## config.mk

```make
export PLATFORM = sky130hd
export DESIGN_NAME = fracn_fb_ctrl
export DESIGN_NICKNAME = d
export VERILOG_FILES = /design/src/rtl/fracn_pkg.sv /design/src/rtl/fracn_cycle_cnt.sv /design/src/rtl/fracn_dither.sv /design/src/rtl/fracn_accum.sv /design/src/rtl/fracn_fb_ctrl.sv
export SDC_FILE = /design/constraint.sdc
export NUM_CORES = 1
export LEC_CHECK = 0
export ABC_CLOCK_PERIOD_IN_PS = 8550
export BUFFER_PORTS_ARGS = -buffer_cell sky130_fd_sc_hd__buf_2
export CORE_UTILIZATION = 45
export DETAILED_ROUTE_END_ITERATION = 12
export PLACE_DENSITY = 0.66
export SLEW_MARGIN = 10
export SYNTH_ARGS = -nofsm -noshare
export SYNTH_HDL_FRONTEND = slang
export SYNTH_SLANG_ARGS = --single-unit
```

## constraint.sdc

```tcl
create_clock -name clk -period 8.55 [get_ports clk]
set_clock_uncertainty 0.2 [all_clocks]
set_input_delay 0.855 -clock clk [delete_from_list [all_inputs] [get_ports clk]]
set_output_delay 0.855 -clock clk [all_outputs]
set_load 0.05 [all_outputs]
```

## src/rtl/fracn_pkg.sv

```systemverilog
`timescale 1ns/1ps
package fracn_pkg;
   typedef enum logic [2:0] {
      NS_LOW_SPUR       = 3'b000,
      NS_LOW_NOISE_SPUR = 3'b001,
      NS_LOW_NOISE      = 3'b111
   } ns_mode_e;

   function automatic logic dither_mode(input logic [2:0] mode);
      return mode == NS_LOW_SPUR;
   endfunction
endpackage

```

## src/rtl/fracn_cycle_cnt.sv

```systemverilog
`timescale 1ns/1ps
module fracn_cycle_cnt #(
   parameter int INT_W   = 8,
   parameter int MIN_INT = 4
) (
   input  logic             clk,
   input  logic             rst_n,
   input  logic             park,
   input  logic [INT_W-1:0] int_in,
   output logic             first_o,
   output logic             wrap_o
);
   localparam logic [INT_W-1:0] MIN_LEN = INT_W'(MIN_INT);

   logic [INT_W-1:0] cnt_q, len_q, len_eff;
   logic             last;

   assign len_eff = (int_in < MIN_LEN) ? MIN_LEN : int_in;
   assign first_o = (cnt_q == '0);
   assign last    = !first_o && (cnt_q == len_q - 1'b1);
   assign wrap_o  = !park && last;

   always_ff @(posedge clk or negedge rst_n) begin
      if (!rst_n) begin
         cnt_q <= '0;
         len_q <= MIN_LEN;
      end else if (park) begin
         cnt_q <= '0;
         len_q <= len_eff;
      end else if (first_o) begin
         cnt_q <= 1'b1;
         len_q <= len_eff;
      end else if (last) begin
         cnt_q <= '0;
      end else begin
         cnt_q <= cnt_q + 1'b1;
      end
   end

   assert_cnt_in_cycle_R2: assert property (@(posedge clk) disable iff (!rst_n)
      !first_o |-> cnt_q < len_q);
   assert_len_clamped_R11: assert property (@(posedge clk) disable iff (!rst_n)
      len_q >= MIN_LEN);
   assert_len_stable_R8: assert property (@(posedge clk) disable iff (!rst_n)
      (!park && !first_o && !$past(first_o) && !$past(park)) |-> $stable(len_q));
endmodule

```

## src/rtl/fracn_dither.sv

```systemverilog
`timescale 1ns/1ps
module fracn_dither #(
   parameter int          LFSR_W = 16,
   parameter logic [15:0] SEED   = 16'hACE1,
   parameter logic [15:0] TAPS   = 16'hB400,
   parameter bit          ENABLE = 1'b1
) (
   input  logic clk,
   input  logic rst_n,
   input  logic park,
   input  logic step,
   output logic bit_o
);
   generate
      if (LFSR_W != 16) begin : g_bad_w
         $error("fracn_dither: LFSR_W must be 16");
      end
      if (ENABLE) begin : g_lfsr
         logic [LFSR_W-1:0] lfsr_q;
         logic              fb;
         assign fb    = ^(lfsr_q & TAPS);
         assign bit_o = lfsr_q[0];
         always_ff @(posedge clk or negedge rst_n) begin
            if (!rst_n)     lfsr_q <= SEED;
            else if (park)  lfsr_q <= SEED;
            else if (step)  lfsr_q <= {lfsr_q[LFSR_W-2:0], fb};
         end
         assert_lfsr_live_R5: assert property (@(posedge clk) disable iff (!rst_n)
            lfsr_q != '0);
      end else begin : g_none
         logic unused_in;
         assign unused_in = ^{clk, rst_n, park, step};
         assign bit_o     = 1'b0;
      end
   endgenerate
endmodule

```

## src/rtl/fracn_accum.sv

```systemverilog
`timescale 1ns/1ps
module fracn_accum #(
   parameter int FRAC_W = 12
) (
   input  logic              clk,
   input  logic              rst_n,
   input  logic              park,
   input  logic              step,
   input  logic [FRAC_W-1:0] frac_i,
   input  logic [FRAC_W-1:0] mod_i,
   input  logic              dith_i,
   output logic              carry_o,
   output logic              bad_o
);
   localparam int SUM_W = FRAC_W + 2;

   logic [FRAC_W-1:0] acc_q;
   logic [SUM_W-1:0]  sum, wrapped;
   logic              dith_use, over;

   assign bad_o    = (frac_i > mod_i) || (mod_i == '0);
   assign dith_use = dith_i && (frac_i < mod_i);
   assign sum      = SUM_W'(acc_q) + SUM_W'(frac_i) + SUM_W'(dith_use);
   assign over     = sum >= SUM_W'(mod_i);
   assign wrapped  = sum - SUM_W'(mod_i);

   always_ff @(posedge clk or negedge rst_n) begin
      if (!rst_n) begin
         acc_q   <= '0;
         carry_o <= 1'b0;
      end else if (park) begin
         acc_q   <= '0;
         carry_o <= 1'b0;
      end else if (step) begin
         if (bad_o) begin
            carry_o <= 1'b0;
         end else if (over) begin
            acc_q   <= wrapped[FRAC_W-1:0];
            carry_o <= 1'b1;
         end else begin
            acc_q   <= sum[FRAC_W-1:0];
            carry_o <= 1'b0;
         end
      end
   end

   assert_acc_below_mod_R3: assert property (@(posedge clk) disable iff (!rst_n)
      (step && !park && !bad_o && acc_q < mod_i) |=> acc_q < $past(mod_i));
   assert_bad_no_carry_R10: assert property (@(posedge clk) disable iff (!rst_n)
      (step && !park && bad_o) |=> (!carry_o && $stable(acc_q)));
   assert_park_clears_R6: assert property (@(posedge clk) disable iff (!rst_n)
      park |=> (acc_q == '0 && !carry_o));
endmodule

```

## src/rtl/fracn_fb_ctrl.sv

```systemverilog
`timescale 1ns/1ps
module fracn_fb_ctrl
   import fracn_pkg::*;
#(
   parameter int          INT_W     = 8,
   parameter int          FRAC_W    = 12,
   parameter int          MIN_INT   = 4,
   parameter int          LFSR_W    = 16,
   parameter logic [15:0] LFSR_SEED = 16'hACE1,
   parameter bit          DITHER_EN = 1'b1
) (
   input  logic              clk,
   input  logic              rst_n,
   input  logic [INT_W-1:0]  int_val,
   input  logic [FRAC_W-1:0] frac_val,
   input  logic [FRAC_W-1:0] mod_val,
   input  logic [2:0]        ns_mode,
   input  logic              cnt_hold,
   input  logic              pwr_dn,
   output logic              mod_sel,
   output logic              fb_pulse,
   output logic              cfg_err
);
   generate
      if (MIN_INT < 2 || MIN_INT >= (1 << INT_W)) begin : g_bad_min
         $error("fracn_fb_ctrl: MIN_INT out of range");
      end
      if (FRAC_W < 2) begin : g_bad_frac
         $error("fracn_fb_ctrl: FRAC_W too small");
      end
   endgenerate

   logic park, first, wrap, dbit, carry, bad_fm;

   assign park = cnt_hold || pwr_dn;

   fracn_cycle_cnt #(.INT_W(INT_W), .MIN_INT(MIN_INT)) u_cnt (
      .clk(clk), .rst_n(rst_n), .park(park), .int_in(int_val),
      .first_o(first), .wrap_o(wrap)
   );

   fracn_dither #(.LFSR_W(LFSR_W), .SEED(LFSR_SEED), .ENABLE(DITHER_EN)) u_dith (
      .clk(clk), .rst_n(rst_n), .park(park), .step(wrap), .bit_o(dbit)
   );

   fracn_accum #(.FRAC_W(FRAC_W)) u_acc (
      .clk(clk), .rst_n(rst_n), .park(park), .step(wrap),
      .frac_i(frac_val), .mod_i(mod_val),
      .dith_i(dbit && dither_mode(ns_mode)),
      .carry_o(carry), .bad_o(bad_fm)
   );

   assign fb_pulse = wrap;
   assign mod_sel  = !park && carry && first;
   assign cfg_err  = bad_fm || (int_val < INT_W'(MIN_INT));

   assert_sel_after_pulse_R4: assert property (@(posedge clk) disable iff (!rst_n)
      $rose(mod_sel) |-> $past(fb_pulse));
   assert_park_quiet_R6: assert property (@(posedge clk) disable iff (!rst_n)
      $past(park) |-> (!mod_sel && !fb_pulse));
   assert_sel_single_R4: assert property (@(posedge clk) disable iff (!rst_n)
      mod_sel |=> !mod_sel);
endmodule

```

==> impl_results.md, run 1 <==
- Global-route wire length before repair: 13.6 mm
- I/O pin total: 42
- Reg2reg path depth: 18
- Residual DRC count: 0
- Area share of the largest cell type after synthesis: 0.243
- Final-layout worst hold slack: roughly 290 ps
- Worst slew margin relative to its limit: 0.354
- Yosys Warn Count: 0
- Clock latency on the worst-skew pair: around 300 ps
- Commonest register cell after synthesis: sky130_fd_sc_hd__dfrtp_1
- Cell Count, Final, Fillers Out: 540
- Max Clk Rate: 0.158 GHz
- Number of global-route vias before repair: about 2.8k
- Detail Route Antenna Nets: 0
- Maximum clock path buffer count: 2
- Setup repair after global routing missed its margin: false
- Worst flop-to-flop path endpoint: u_acc.acc_q[8]$_DFFE_PN0P_
- Pre-CTS worst setup slack: 2000 ps
- Fin. max-slew vios: 0
- Ordered cell list for the critical path: buf_2, inv_1, ha_1, nand3_1, o221ai_1, a221o_1, nor2_1, nand2_1, fa_1, inv_1, fa_1, a211o_1, a211oi_1, o21bai_1, a21oi_1, xnor2_1, ha_1, or2_2, a21oi_1, a31oi_1, o21ai_0, and3_1, mux2_2, a32o_1
- Share of the yosys chip area belonging to registers: 0.307
- Resized cells post-CTS: 0
- Worst Hold Endpoint: u_acc.acc_q[6]$_DFFE_PN0P_
- H-tree lvl count: 2
- Category of the worst setup path capture point: register
- Minimum setup slack among reg-to-reg paths: 3310 ps
- Final Power: 0.482 mW
- # rows: 32
- Element type at the critical path start: input pin
- Global-route total usage across every layer: 0.200
- Most instantiated library cell after synthesis: sky130_fd_sc_hd__ha_1
- Hold Path Stages: 2
- Clock root buffer master: sky130_fd_sc_hd__clkbuf_8
- Area of the mapped netlist: 3700 sq um
- Minimum clock period after layout: ~6300 ps
- # fillers: slightly below 800
- Worst EP arrival: 6320 ps
- Worst min-delay path class: register to register
- Clock tree from TritonCTS: done
- Worst reg2reg startpoint: u_dith.g_lfsr.lfsr_q[0]$_DFFE_PN1P_
- Cells after synthesis: 398
- Top cells by area, synth: sky130_fd_sc_hd__dfrtp_1, sky130_fd_sc_hd__ha_1, sky130_fd_sc_hd__dfstp_2, sky130_fd_sc_hd__xnor2_1, sky130_fd_sc_hd__xor2_1
- Placeable core region: 7850 sq um
- Die height: 92.7 microns
- Net count of the finished layout: 517
- Net Count, Synth: 478
- Area grow syn2layout: 9.93%
- Number of unique standard cell types used by synthesis: 61
- Initial DRT Pass Iterations: 4
- IO buf count: 41
- Initial drt markers: 148
- Util after Layout: 0.519
- Post-synth top area cell: sky130_fd_sc_hd__dfrtp_1
- Post-layout instance area: ~4100 sq um
- Worst slew pin tran: 969 ps
- Total die area: 8600 sq um
- LEAKAGE: approximately 2.0 nW
- Critical path peak fanout: 15
- Timing startpoint of the critical path: mod_val[1]
- Buffers inserted during post-CTS setup optimization: 0
- Total number of vias: 2997
- Clock buffer count from CTS: 5
- Number of antenna violations at the first check in global routing: 0
- Number of vias per cell: between 5 and 6
- Clock sink count: 45
- Worst Hold Launch: u_acc.acc_q[6]$_DFFE_PN0P_
- HPWL after DPL: 6.45 mm
- Total of flip-flops plus latches after synthesis: 45
- Ratio of total power to cell area: roughly 120 nW/um^2
- Critical path's largest stage delay: 640 ps
- Per-cell routed wire length: between 10 and 15 microns
- Worst path slowest cell: sky130_fd_sc_hd__and3_1
- Final setup viols: 0
- Initial Util: 0.472
- Post-place instance area: roughly 4000 sq um
- Hold-fix buffers at CTS: 0
- Post-synth EDFFs: 0
- IR drop worst, VDD: 0.0708 mV
- Proportion of layout cells with a drive suffix above 1: 0.199
- Number of hold violations in the final report: 0
- Final worst slack: 2220 ps
- Async SR Flop Fraction: 1.00
- Total wirelength of the detailed-routed design: 8.01 mm
- Register cell area after layout: about 1100 sq um
- Area of the multi-input gates: 2410 sq um
- Antenna diodes: 0
- Chip Width: 92.7 microns
- RePlAce Congestion: 0.893
- Clock transition at the registers of the reported paths: ~80 ps
- Commonest cells post-synth: sky130_fd_sc_hd__ha_1, sky130_fd_sc_hd__dfrtp_1, sky130_fd_sc_hd__nor2_1
- Type of the setup path with the least slack: input pin to register
- Setup TNS: 0 ps
- Required @ worst endpoint: 8540 ps
- Avg Synthesized Cell Area: 9.31 sq um
- Maximum number of pins on one net before global-route repair: 46
- Status: complete, no violations
- Total placed cells including tap cells: 532
- Total global routing overflow: 0
- Max-cap violations: 0
- Portion of the clock cycle consumed by the worst path in the final layout: 0.740
cell type report:
class                           instances  area share
Clock buffer                            8      0.0221
Multi-Input combinational cell        317       0.591
Tap cell                              102      0.0313
Timing Repair Buffer                   42      0.0522
Inverter                               26      0.0240
Sequential cell                        45       0.279
critical path: cells and delay by family:
family | cells | cell delay [ps]
mux | 1 | 410
simple gates | 5 | 1210
buf+inv | 3 | 230
compound gates | 10 | 2200
fa+ha+maj | 4 | 1220
xor+xnor | 1 | 180
where the power goes:
part | switching, mW | leakage [nW] | total, mW | internal, mW
Combinational | 0.0730 | 1.34 | 0.128 | 0.0553
Sequential | 0.00430 | 0.581 | 0.220 | 0.216
Clock | 0.0673 | 0.0455 | 0.133 | 0.0659
Total | 0.145 | 1.97 | 0.482 | 0.337
placed cells by master, fill, tap and decap left out, drive strengths merged, types with 3 or more instances in the layout:
cell / n
xnor2: 19
clkbuf: 8
buf: 42
inv: 26
or2: 3
nand3b: 3
xor2: 15
and2: 4
dfrtp: 36
nor3: 11
o31ai: 3
nand3: 14
mux2i: 9
or3: 4
and3: 10
mux2: 8
ha: 38
nand2: 27
nor2b: 5
a31oi: 3
o21a: 6
a21o: 8
dfstp: 9
a22o: 8
a211oi: 3
nor2: 32
o22a: 7
fa: 3
nor4: 9
a21oi: 16
o21ai: 20
registers in the layout (all words and copies together), names as in the netlist:
signal                cells
u_cnt.len_q               8
u_cnt.cnt_q               8
u_acc.carry_o             1
u_dith.g_lfsr.lfsr_q     16
u_acc.acc_q              12
layer usage:
metal	vias to the layer above	wire length, microns	GRT usage
met2	59	3640	0.319
met3	10	268	0.0279
met4	0	99	0.0526
li1	1533	-	-
met1	1395	4000	0.285
met5	-	0	0
cell families (layout without fill, tap and decap cells):
family / after synthesis / after routing / share of synthesized area
compound gates: 92 / 92 / 0.187
xor+xnor: 34 / 34 / 0.0804
fa+ha+maj: 41 / 41 / 0.145
buf+inv: 36 / 76 / 0.0432
flops: 45 / 45 / 0.307
mux: 17 / 17 / 0.0486
simple gates: 133 / 133 / 0.189
how the worst max path moves through the flow:
| stage | endpoint | slack [ps] |
|---|---|---|
| 4_1_cts | u_acc.acc_q[8]$_DFFE_PN0P_ | 2300 |
| 3_3_place_gp | u_acc.acc_q[8]$_DFFE_PN0P_ | 2140 |
| 3_5_place_dp | u_acc.acc_q[8]$_DFFE_PN0P_ | 2000 |
| 2_1_floorplan | u_acc.acc_q[8]$_DFFE_PN0P_ | 3060 |
| 6_report | u_acc.acc_q[8]$_DFFE_PN0P_ | 2220 |
| 5_1_grt | u_acc.acc_q[8]$_DFFE_PN0P_ | 1820 |
Note: power is estimated with default switching activity, not from simulation.
==> inputs of run 2 (changes only) <==
--- a/config.mk
+++ b/config.mk
@@ -5,11 +5,11 @@
 export SDC_FILE = /design/constraint.sdc
 export NUM_CORES = 1
 export LEC_CHECK = 0
-export ABC_CLOCK_PERIOD_IN_PS = 8550
+export ABC_CLOCK_PERIOD_IN_PS = 5300
 export BUFFER_PORTS_ARGS = -buffer_cell sky130_fd_sc_hd__buf_2
 export CORE_UTILIZATION = 45
 export DETAILED_ROUTE_END_ITERATION = 12
-export PLACE_DENSITY = 0.66
+export PLACE_DENSITY = 0.68
 export SLEW_MARGIN = 10
 export SYNTH_ARGS = -nofsm -noshare
 export SYNTH_HDL_FRONTEND = slang
==> constraint.sdc (replaced) <==
create_clock -name clk -period 5.3 [get_ports clk]
set_clock_uncertainty 0.2 [all_clocks]
set_input_delay 0.53 -clock clk [delete_from_list [all_inputs] [get_ports clk]]
set_output_delay 0.53 -clock clk [all_outputs]
set_load 0.05 [all_outputs]
==> run 2 against run 1 <==
  * Total power up 72%
  * First-iteration DRC count fell by 4.1%
  * Routed wire length up 4.0%
  * Via count rose by 5.9%
  * Non-clock buffer count grew 41
  * Combinational power increased by 91%
  * Register-to-register slack got worse by 2600 ps
  * Flip-flop and latch count unchanged
  * Critical endpoint unchanged
  * Largest power group unchanged
==> impl_results.md, run 2 (synthesized netlist as in run 1, its figures left out) <==
- RePlAce Congestion: 0.900
- Residual DRC count: 0
- Clock buffer count from CTS: 5
- Count of buffer and inverter cells on the critical path: 3
- Detail Route Antenna Nets: 0
- Max FFs per register: 16
- Max Clk Rate: 0.200 GHz
- Type of the setup path with the least slack: input pin to register
- Number of vias per cell: ~5.5
- Status: complete, no violations
- Fin. max-slew vios: 0
- Worst reg2reg startpoint: u_dith.g_lfsr.lfsr_q[0]$_DFFE_PN1P_
- Portion of the clock cycle consumed by the worst path in the final layout: 0.945
- I/O pin total: 42
- Worst EP arrival: 5000 ps
- Ratio of total power to cell area: 187 nW/um^2
- Max-cap violations: 0
- Per-cell routed wire length: 14.3 microns
- LEAKAGE: 2.19 nW
- Clock latency on the worst-skew pair: 300 ps
- Total placed cells including tap cells: 572
- IO buf count: 41
- Net count of the finished layout: approximately 560
- Register with the most flip-flops: u_dith.g_lfsr.lfsr_q
- Category of the worst setup path capture point: register
- Proportion of layout cells with a drive suffix above 1: 0.290
- Global-route total usage across every layer: 0.207
- # rows: 32
- Setup TNS: 0 ps
- Reg2reg path depth: 17
- H-tree lvl count: 2
- Chip Width: about 90 microns
- Amount of wire on met3 after detailed routing: 272 microns
- Critical path's top delay family: compound AO/OA/AOI/OAI gates
- Critical path peak fanout: 3
- Worst min-delay path class: input pin to async pin
- Required @ worst endpoint: 5290 ps
- Ordered cell list for the critical path: buf_2, inv_1, ha_1, nand4_1, nor2_2, a221o_1, nor2_1, nand2_1, fa_2, inv_1, fa_2, a211o_1, a211oi_2, o21ai_1, a31oi_1, xnor2_1, ha_1, or3_1, a31o_2, o21ai_1, and3_4, mux2_2, a32o_1
- Maximum clock path buffer count: 2
- Total wirelength of the detailed-routed design: between 8 and 9 mm
- Commonest cells after routing, fill and taps aside: sky130_fd_sc_hd__buf_2, sky130_fd_sc_hd__buf_4, sky130_fd_sc_hd__ha_1, sky130_fd_sc_hd__dfrtp_1, sky130_fd_sc_hd__nor2_1
- Post-place instance area: approximately 4300 sq um
- Final Power: 0.831 mW
- WL met1: approximately 4 mm
- Minimum setup slack among reg-to-reg paths: 740 ps
- Placeable core region: 7850 sq um
- Worst flop-to-flop path endpoint: u_acc.acc_q[8]$_DFFE_PN0P_
- Util after Layout: 0.567
- Worst slew margin relative to its limit: 0.329
- Minimum clock period after layout: 5010 ps
- Worst path slowest cell: sky130_fd_sc_hd__or3_1
- Number of hold violations in the final report: 0
- Largest registers ranked by flip-flop count: u_dith.g_lfsr.lfsr_q (16), u_acc.acc_q (12)
- Clock transition at the registers of the reported paths: 80 ps
- Final setup viols: 0
- Initial Util: 0.472
- Initial drt markers: 142
- Element type at the critical path start: input pin
- Clock tree from TritonCTS: done
- Number of global-route vias before repair: approximately 3.1k
- IR drop worst, VDD: 0.112 mV
- Worst slew pin tran: roughly 1000 ps
- Post-layout instance area: 4450 sq um
- Antenna diodes: 0
- Highest signal layer in the routed design: met4
- Detailed-routed wire length on met2: 3.98 mm
- Critical path's largest stage delay: 380 ps
- Clock sink count: 45
- Initial DRT Pass Iterations: 4
- Clock root buffer master: sky130_fd_sc_hd__clkbuf_8
- Global-route wire length before repair: 14.1 mm
- Number of antenna violations at the first check in global routing: 0
- Die height: 92.7 microns
- Total die area: 8600 sq um
- Total global routing overflow: 0
- HPWL after DPL: between 6 and 7 mm
- Area grow syn2layout: 20.2%
- Total number of vias: 3173
- # fillers: 734
- Maximum number of pins on one net before global-route repair: 46
- Cell Count, Final, Fillers Out: 581
==> run 2: cell count changes in the layout (fill, tap and decap cells not counted), moves of 2 or more <==
cell | before | now
sky130_fd_sc_hd__and3_1 | 10 | 8
sky130_fd_sc_hd__and3_4 | 0 | 2
sky130_fd_sc_hd__buf_4 | 1 | 41
sky130_fd_sc_hd__clkbuf_1 | 2 | 0
sky130_fd_sc_hd__fa_1 | 3 | 1
sky130_fd_sc_hd__fa_2 | 0 | 2
sky130_fd_sc_hd__o21ai_0 | 11 | 8
sky130_fd_sc_hd__o21ai_1 | 1 | 4
==> run 2: metal layers <==
metal,GRT usage,up-vias
met4,0.0513,0
met1,0.282,1486
met5,0,-
met3,0.0320,10
met2,0.344,50
li1,-,1627
==> run 2: repair_timing <==
item | in CTS | in global routing
gates resized for setup | 0 | 14
setup buffers | 0 | 1
setup endpoints to repair | 0 | 13
hold buffers | 0 | 0
==> run 2: power breakdown <==
part,switching [mW],internal (mW),total (mW),leakage (nW)
logic,0.126,0.118,0.244,1.56
registers,0.00712,0.348,0.356,0.581
clock network,0.114,0.118,0.231,0.0542
==> run 2: area by class of cell <==
class                   count  area [sq um]  area share
multi-input cells         317          2450       0.551
flip-flops and latches     45          1140       0.255
repair buffers             83           533       0.120
well taps                 102           128      0.0287
inverters                  26          97.6      0.0219
clock buffers               7          96.3      0.0216
clock inverters             1          5.00     0.00112
==> run 2: worst max path at each step <==
stage | from | end | cells past startpoint
CTS | mod_val[2] | u_acc.acc_q[8]$_DFFE_PN0P_ | 23
floorplan | mod_val[2] | u_acc.acc_q[8]$_DFFE_PN0P_ | 24
detailed placement | mod_val[2] | u_acc.acc_q[8]$_DFFE_PN0P_ | 23
finish | mod_val[10] | u_acc.acc_q[8]$_DFFE_PN0P_ | 23
global placement | mod_val[2] | u_acc.acc_q[8]$_DFFE_PN0P_ | 23
global route | mod_val[11] | u_acc.acc_q[8]$_DFFE_PN0P_ | 24
==> run 2: through the flow <==
stage          setup slack (ps)  hold slack, ps
3_5_place_dp               -250             271
5_1_grt                   -17.2             262
4_1_cts                    34.8             236
2_1_floorplan               136            34.4
6_report                    290             199
3_3_place_gp               -158             265
